## config.mk

```make
export PLATFORM = sky130hd
export DESIGN_NAME = ldst_alu
export DESIGN_NICKNAME = d
export VERILOG_FILES = /design/src/rtl/ldst_alu_pkg.sv /design/src/rtl/ldst_alu_immext.sv /design/src/rtl/ldst_alu_addsub.sv /design/src/rtl/ldst_alu_shift.sv /design/src/rtl/ldst_alu.sv
export SDC_FILE = /design/constraint.sdc
export NUM_CORES = 1
export LEC_CHECK = 0
export BUFFER_PORTS_ARGS = -buffer_cell sky130_fd_sc_hd__buf_2
export CAP_MARGIN = 0
export CORE_MARGIN = 1.5
export CORE_UTILIZATION = 55
export DETAILED_ROUTE_END_ITERATION = 8
export GPL_TIMING_DRIVEN = 1
export PLACE_DENSITY = 0.8
export SYNTH_ARGS = -nofsm -noshare
export SYNTH_HDL_FRONTEND = slang
export SYNTH_HIERARCHICAL = 1
export SYNTH_SLANG_ARGS = --single-unit
```

## constraint.sdc

```tcl
create_clock -name vclk -period 18.9
set_input_delay 2.835 -clock vclk [all_inputs]
set_output_delay 2.835 -clock vclk [all_outputs]
set_load 0.005 [all_outputs]
```

## src/rtl/ldst_alu_pkg.sv

```systemverilog
`timescale 1ns/1ps
package ldst_alu_pkg;

  localparam int OP_W     = 5;
  localparam int OP_COUNT = 24;

  typedef enum logic [OP_W-1:0] {
    OP_ADD_TRAP  = 5'd0,
    OP_ADD_WRAP  = 5'd1,
    OP_SUB_TRAP  = 5'd2,
    OP_SUB_WRAP  = 5'd3,
    OP_AND       = 5'd4,
    OP_OR        = 5'd5,
    OP_XOR       = 5'd6,
    OP_NOR       = 5'd7,
    OP_LT_S      = 5'd8,
    OP_LT_U      = 5'd9,
    OP_ADDI_TRAP = 5'd10,
    OP_ADDI_WRAP = 5'd11,
    OP_LTI_S     = 5'd12,
    OP_LTI_U     = 5'd13,
    OP_ANDI      = 5'd14,
    OP_ORI       = 5'd15,
    OP_XORI      = 5'd16,
    OP_UPPER_IMM = 5'd17,
    OP_SHL_K     = 5'd18,
    OP_SHR_K     = 5'd19,
    OP_SRA_K     = 5'd20,
    OP_SHL_V     = 5'd21,
    OP_SHR_V     = 5'd22,
    OP_SRA_V     = 5'd23
  } alu_op_e;

  typedef enum logic [1:0] {
    SH_LEFT      = 2'd0,
    SH_RIGHT_LOG = 2'd1,
    SH_RIGHT_ARI = 2'd2
  } shift_kind_e;

  function automatic logic op_is_valid(input logic [OP_W-1:0] op);
    return op < OP_W'(OP_COUNT);
  endfunction

  function automatic logic op_is_trap(input logic [OP_W-1:0] op);
    return op == OP_ADD_TRAP || op == OP_SUB_TRAP || op == OP_ADDI_TRAP;
  endfunction

  function automatic logic op_is_logic_imm(input logic [OP_W-1:0] op);
    return op == OP_ANDI || op == OP_ORI || op == OP_XORI;
  endfunction

  function automatic logic op_is_arith_imm(input logic [OP_W-1:0] op);
    return op == OP_ADDI_TRAP || op == OP_ADDI_WRAP ||
           op == OP_LTI_S     || op == OP_LTI_U;
  endfunction

  function automatic logic op_uses_imm(input logic [OP_W-1:0] op);
    return op_is_logic_imm(op) || op_is_arith_imm(op) || op == OP_UPPER_IMM;
  endfunction

  function automatic logic op_is_compare(input logic [OP_W-1:0] op);
    return op == OP_LT_S || op == OP_LT_U || op == OP_LTI_S || op == OP_LTI_U;
  endfunction

  function automatic logic op_subtracts(input logic [OP_W-1:0] op);
    return op == OP_SUB_TRAP || op == OP_SUB_WRAP || op_is_compare(op);
  endfunction

  function automatic logic op_is_var_shift(input logic [OP_W-1:0] op);
    return op == OP_SHL_V || op == OP_SHR_V || op == OP_SRA_V;
  endfunction

  function automatic logic op_is_shift(input logic [OP_W-1:0] op);
    return op == OP_SHL_K || op == OP_SHR_K || op == OP_SRA_K || op_is_var_shift(op);
  endfunction

  function automatic shift_kind_e op_shift_kind(input logic [OP_W-1:0] op);
    if (op == OP_SHL_K || op == OP_SHL_V) return SH_LEFT;
    if (op == OP_SRA_K || op == OP_SRA_V) return SH_RIGHT_ARI;
    return SH_RIGHT_LOG;
  endfunction

  // Two's-complement overflow of a + b_eff, judged from the three sign bits.
  function automatic logic signed_ovf(input logic sa, input logic sb, input logic ss);
    return (sa == sb) && (ss != sa);
  endfunction

endpackage

```

## src/rtl/ldst_alu_immext.sv

```systemverilog
`timescale 1ns/1ps
module ldst_alu_immext #(
  parameter int DATA_W = 32,
  parameter int IMM_W  = 16
) (
  input  logic [IMM_W-1:0]  imm_raw,
  input  logic              zero_fill,
  output logic [DATA_W-1:0] imm_ext
);
  localparam int PAD_W = DATA_W - IMM_W;

  logic pad_bit;

  assign pad_bit = zero_fill ? 1'b0 : imm_raw[IMM_W-1];
  assign imm_ext = {{PAD_W{pad_bit}}, imm_raw};
endmodule

```

## src/rtl/ldst_alu_addsub.sv

```systemverilog
`timescale 1ns/1ps
module ldst_alu_addsub
  import ldst_alu_pkg::*;
#(
  parameter int DATA_W = 32
) (
  input  logic [DATA_W-1:0] a_in,
  input  logic [DATA_W-1:0] b_in,
  input  logic              sub_en,
  output logic [DATA_W-1:0] sum_out,
  output logic              ovf_out,
  output logic              lt_signed,
  output logic              lt_unsigned
);
  localparam int MSB = DATA_W - 1;

  logic [DATA_W-1:0] b_eff;
  logic [DATA_W:0]   wide_sum;
  logic              carry_out;

  assign b_eff     = sub_en ? ~b_in : b_in;
  assign wide_sum  = {1'b0, a_in} + {1'b0, b_eff} + {{DATA_W{1'b0}}, sub_en};
  assign sum_out   = wide_sum[DATA_W-1:0];
  assign carry_out = wide_sum[DATA_W];
  assign ovf_out   = signed_ovf(a_in[MSB], b_eff[MSB], sum_out[MSB]);

  // Valid when sub_en is set: a - b borrows exactly when a < b unsigned.
  assign lt_unsigned = ~carry_out;
  assign lt_signed   = sum_out[MSB] ^ ovf_out;
endmodule

```

## src/rtl/ldst_alu_shift.sv

```systemverilog
`timescale 1ns/1ps
module ldst_alu_shift
  import ldst_alu_pkg::*;
#(
  parameter int DATA_W = 32,
  parameter int SH_W   = 5
) (
  input  logic [DATA_W-1:0] value_in,
  input  logic [SH_W-1:0]   amount,
  input  shift_kind_e       kind,
  output logic [DATA_W-1:0] value_out
);
  logic go_left;
  logic fill_bit;

  assign go_left  = (kind == SH_LEFT);
  assign fill_bit = (kind == SH_RIGHT_ARI) & value_in[DATA_W-1];

  for (genvar s = 0; s < SH_W; s++) begin : g_stage
    localparam int STEP = 1 << s;
    logic [DATA_W-1:0] in_q;
    logic [DATA_W-1:0] out_q;
    if (s == 0) begin : g_first
      assign in_q = value_in;
    end else begin : g_next
      assign in_q = g_stage[s-1].out_q;
    end
    assign out_q = !amount[s] ? in_q :
                   go_left    ? {in_q[DATA_W-1-STEP:0], {STEP{1'b0}}} :
                                {{STEP{fill_bit}}, in_q[DATA_W-1:STEP]};
  end

  assign value_out = g_stage[SH_W-1].out_q;
endmodule

```

## src/rtl/ldst_alu.sv

```systemverilog
`timescale 1ns/1ps
module ldst_alu
  import ldst_alu_pkg::*;
#(
  parameter int DATA_W = 32,
  parameter int IMM_W  = 16,
  parameter int SH_W   = 5
) (
  input  logic [OP_W-1:0]   op_sel,
  input  logic [DATA_W-1:0] opnd_a,
  input  logic [DATA_W-1:0] opnd_b,
  input  logic [SH_W-1:0]   shamt_k,
  input  logic [IMM_W-1:0]  imm_raw,
  output logic [DATA_W-1:0] result,
  output logic              ovf_trap,
  output logic              wr_en
);
  localparam int LOW_W = DATA_W - IMM_W;

  // Named internal events, visible to the bound checker.
  logic              op_valid;
  logic              use_imm;
  logic              zero_fill;
  logic [DATA_W-1:0] imm_ext_w;
  logic [DATA_W-1:0] b_sel;
  logic              do_sub;
  logic [DATA_W-1:0] sum_w;
  logic              ovf_raw;
  logic              lt_s_w;
  logic              lt_u_w;
  logic [SH_W-1:0]   sh_amt;
  shift_kind_e       sh_kind;
  logic [DATA_W-1:0] sh_out;
  logic              trap_fire;

  assign op_valid  = op_is_valid(op_sel);
  assign use_imm   = op_uses_imm(op_sel);
  assign zero_fill = op_is_logic_imm(op_sel);
  assign do_sub    = op_subtracts(op_sel);
  assign sh_kind   = op_shift_kind(op_sel);
  assign sh_amt    = op_is_var_shift(op_sel) ? opnd_b[SH_W-1:0] : shamt_k;

  ldst_alu_immext #(.DATA_W(DATA_W), .IMM_W(IMM_W)) u_immext (
    .imm_raw   (imm_raw),
    .zero_fill (zero_fill),
    .imm_ext   (imm_ext_w)
  );

  assign b_sel = use_imm ? imm_ext_w : opnd_b;

  ldst_alu_addsub #(.DATA_W(DATA_W)) u_addsub (
    .a_in        (opnd_a),
    .b_in        (b_sel),
    .sub_en      (do_sub),
    .sum_out     (sum_w),
    .ovf_out     (ovf_raw),
    .lt_signed   (lt_s_w),
    .lt_unsigned (lt_u_w)
  );

  ldst_alu_shift #(.DATA_W(DATA_W), .SH_W(SH_W)) u_shift (
    .value_in  (opnd_a),
    .amount    (sh_amt),
    .kind      (sh_kind),
    .value_out (sh_out)
  );

  always_comb begin
    unique case (op_sel)
      OP_ADD_TRAP, OP_ADD_WRAP, OP_SUB_TRAP, OP_SUB_WRAP,
      OP_ADDI_TRAP, OP_ADDI_WRAP:                result = sum_w;
      OP_LT_S, OP_LTI_S:                         result = {{(DATA_W-1){1'b0}}, lt_s_w};
      OP_LT_U, OP_LTI_U:                         result = {{(DATA_W-1){1'b0}}, lt_u_w};
      OP_AND, OP_ANDI:                           result = opnd_a & b_sel;
      OP_OR,  OP_ORI:                            result = opnd_a | b_sel;
      OP_XOR, OP_XORI:                           result = opnd_a ^ b_sel;
      OP_NOR:                                    result = ~(opnd_a | b_sel);
      OP_UPPER_IMM:                              result = {imm_raw, {LOW_W{1'b0}}};
      OP_SHL_K, OP_SHR_K, OP_SRA_K,
      OP_SHL_V, OP_SHR_V, OP_SRA_V:              result = sh_out;
      default:                                   result = '0;
    endcase
  end

  assign trap_fire = op_is_trap(op_sel) & ovf_raw;
  assign ovf_trap  = trap_fire;
  assign wr_en     = op_valid & ~trap_fire;
endmodule

```

==> flow_summary.json <==
{
  "outcome": "finished, final reports clean",
  "regArea_um2": 0,
  "arrival_ns": 9.14,
  "fin_cells": 1820,
  "cts_hold_buf": 0,
  "io_pins": 124,
  "firstDrtPassIters": 6,
  "rsz0062_at_grt": "false",
  "finalSetupViolCount": 0,
  "grt_pass1_wl_um": 74600,
  "n_clock_buffer": 0,
  "syn-num-nets": 1744,
  "ys_seq_area_share_pct": 0,
  "coreArea_um2": 19600,
  "final-hold-violation-count": 0,
  "die_h_um": 145,
  "relSlewSlack_pct": 22.9,
  "max_freq_mhz": 83.5,
  "grt_max_degree": 89,
  "placed_cells": 1820,
  "drtIter0Drc": 2402,
  "crit_type": "in2out",
  "final-max-slew-violation-count": 0,
  "slowest_delay_ns": 0.79,
  "leakagePower_nw": 4.64,
  "crit_end": "result[5]",
  "irDropWorstVdd_mv": 0.0266,
  "nNetsFinal": 1712,
  "synth_cell_types": 95,
  "wl_per_cell_um": 27.2,
  "synth_area_um2": 11100,
  "worst_pin_slew_ns": 1.15,
  "worst_setup_path_start_kind": "primary input",
  "maxCapViolCount": 0,
  "path_max_fanout": 88,
  "globalplace.congestion": 1.08,
  "hold_class": "in2out",
  "vias": 13867,
  "cp.depth": 18,
  "power_density_nw_per_um2": 42.5,
  "crit_family": "compound AO/OA/AOI/OAI gates",
  "portBuffers": 124,
  "cp_data_required_time_ns": 16.07,
  "synth_area_leaders": "ha_1 (7.2%), mux2i_1 (5.8%), a21oi_1 (5.7%)",
  "end_kind": "primary output",
  "period_share_pct": 63.4,
  "first_global_vias": 12515,
  "fillerInstances": 1995,
  "cts_resized": 0,
  "synth_top_area_share_pct": 7.22,
  "die_x_um": 145,
  "area_growth_pct": 1.70,
  "std_cell_rows": 51,
  "fin_crit_ns": 11.98,
  "drtAntennaViolNets": 0,
  "n_sequential_cell": 0,
  "startpoint": "op_sel[4]",
  "wirelength_um": 49400,
  "synth_warnings": 6,
  "yosys.area.top_type": "ha_1",
  "drive_gt1_share_pct": 18.3,
  "start_util_pct": 56.6,
  "crit_chain": "buf_2 > buf_4 > nor2b_1 > nand2_1 > nor2_1 > mux2_4 > buf_4 > o21ai_0 > o22ai_1 > o31a_2 > o22ai_1 > or4_4 > a221o_1 > o211ai_1 > a21oi_1 > a211oi_1 > o221ai_2 > buf_2",
  "vias_per_cell": 7.62,
  "syn_inst": 1589,
  "cts_setup_buffers": 0,
  "track_usage_pct": 44.4,
  "antenna_cells": 0,
  "drc_errors": 0,
  "grt_overflow": 0,
  "design.die.area_um2": 21000,
  "path_buf_inv": 4,
  "hpwl_um": 35500,
  "setup_tns_ns": 0,
  "slowest_stage": "buf_4",
  "syn_avg_cell_area_um2": 6.98,
  "antenna_found_initial": 0
}
-- cells in the mapped netlist, types with 12 or more instances --
library cell	instances
ha_1	64
a211o_1	13
nand2b_1	32
xor2_1	40
o22ai_1	13
o31ai_1	12
buf_4	44
buf_6	14
inv_1	54
mux2i_1	64
nand2_1	95
clkbuf_1	80
a21o_1	21
a31oi_1	27
nor2b_1	15
nor3_1	20
nand4b_1	15
mux2_2	36
a32o_1	19
xnor2_1	24
or3b_2	38
nand3_1	26
o21ai_0	76
mux2_1	17
buf_2	28
a32oi_1	20
a21oi_1	127
nor2_1	167
a311oi_1	16
a211oi_1	43
a221o_1	21
o211ai_1	66
-- worst min-delay path, delay by kind of cell --
family / cells / cell delay, ns
compound gates: 1 / 0.08
mux: 1 / 0.16
buf+inv: 2 / 0.23
-- per-stage QoR --
step	hold WS [ns]	setup slack (ns)	power, W	utilization [%]	instance area [µm²]
after detailed placement	6.14	7.23	0.000456	57.6	11300
after CTS	6.14	7.21	0.000458	57.6	11300
after global routing	6.17	6.59	0.000506	57.6	11300
final	6.14	6.92	0.000479	57.6	11300
after global placement	6.13	7.32	0.000452	57.6	11300
after floorplan	5.77	8.61	0.000331	-	11100
-- how the worst min path moves through the flow --
stage	from	slack, ns	end	cells after the start
2_1_floorplan	opnd_a[13]	5.77	result[13]	1
3_3_place_gp	opnd_b[14]	6.13	result[14]	4
3_5_place_dp	imm_raw[0]	6.14	result[0]	4
4_1_cts	opnd_b[10]	6.14	result[10]	4
5_1_grt	opnd_b[10]	6.17	result[10]	4
6_report	opnd_b[10]	6.14	result[10]	4
-- cells by family after synthesis --
logic type	count (synthesis)	synth area share, %
multiplexers	132	13.6
adder cells (fa/ha/maj)	65	7.40
XOR/XNOR	64	5.06
AND/OR/NAND/NOR	481	22.7
AO/OA/AOI/OAI	614	40.6
buffers and inverters	233	10.7
-- cells in the final DEF, fill, tap and decap left out, types with 9 or more instances in the layout --
master    instances
nor2b_1          15
o22ai_1          13
nand2_1          94
mux2i_1          64
buf_2           124
a311oi_1         16
a21o_1           21
a221oi_1          9
a211o_1          13
a221o_1          21
a32o_1           19
ha_1             64
mux2_4           10
nor2_1          165
buf_4            20
mux2_1           17
or3b_1            9
o221ai_2         10
mux2_2           35
a21oi_1         126
o21a_1           10
nand2b_1         32
inv_1            54
and3_1            9
o211ai_1         66
a211oi_1         43
o21ai_0          76
o31ai_1          12
nand3_1          26
or3b_2           38
nand4b_1         15
a31oi_1          27
and2_1           10
a32oi_1          20
nor3_1           20
xnor2_1          23
xor2_1           40
-- report_power, final --
| part | switching, W | internal (W) | total, W |
|---|---|---|---|
| registers | 0 | 0 | 0 |
| logic | 0.000298 | 0.000181 | 0.000479 |
| clock network | 0 | 0 | 0 |
-- layout make-up --
cell class	count	area (µm²)	share of cell area [%]
repair buffers	144	771	6.84
inverters	55	206	1.83
well taps	265	332	2.94
multi-input cells	1356	9970	88.4
-- per-layer routing --
layer	vias to the layer above	track usage, %	share of wire (%)
met4	0	25.7	6.8
met3	224	8.55	12
met2	1103	69.3	44
met5	-	0	0
met1	6482	56.9	37
li1	6058	-	-
Note: power is estimated with default switching activity, not from simulation.
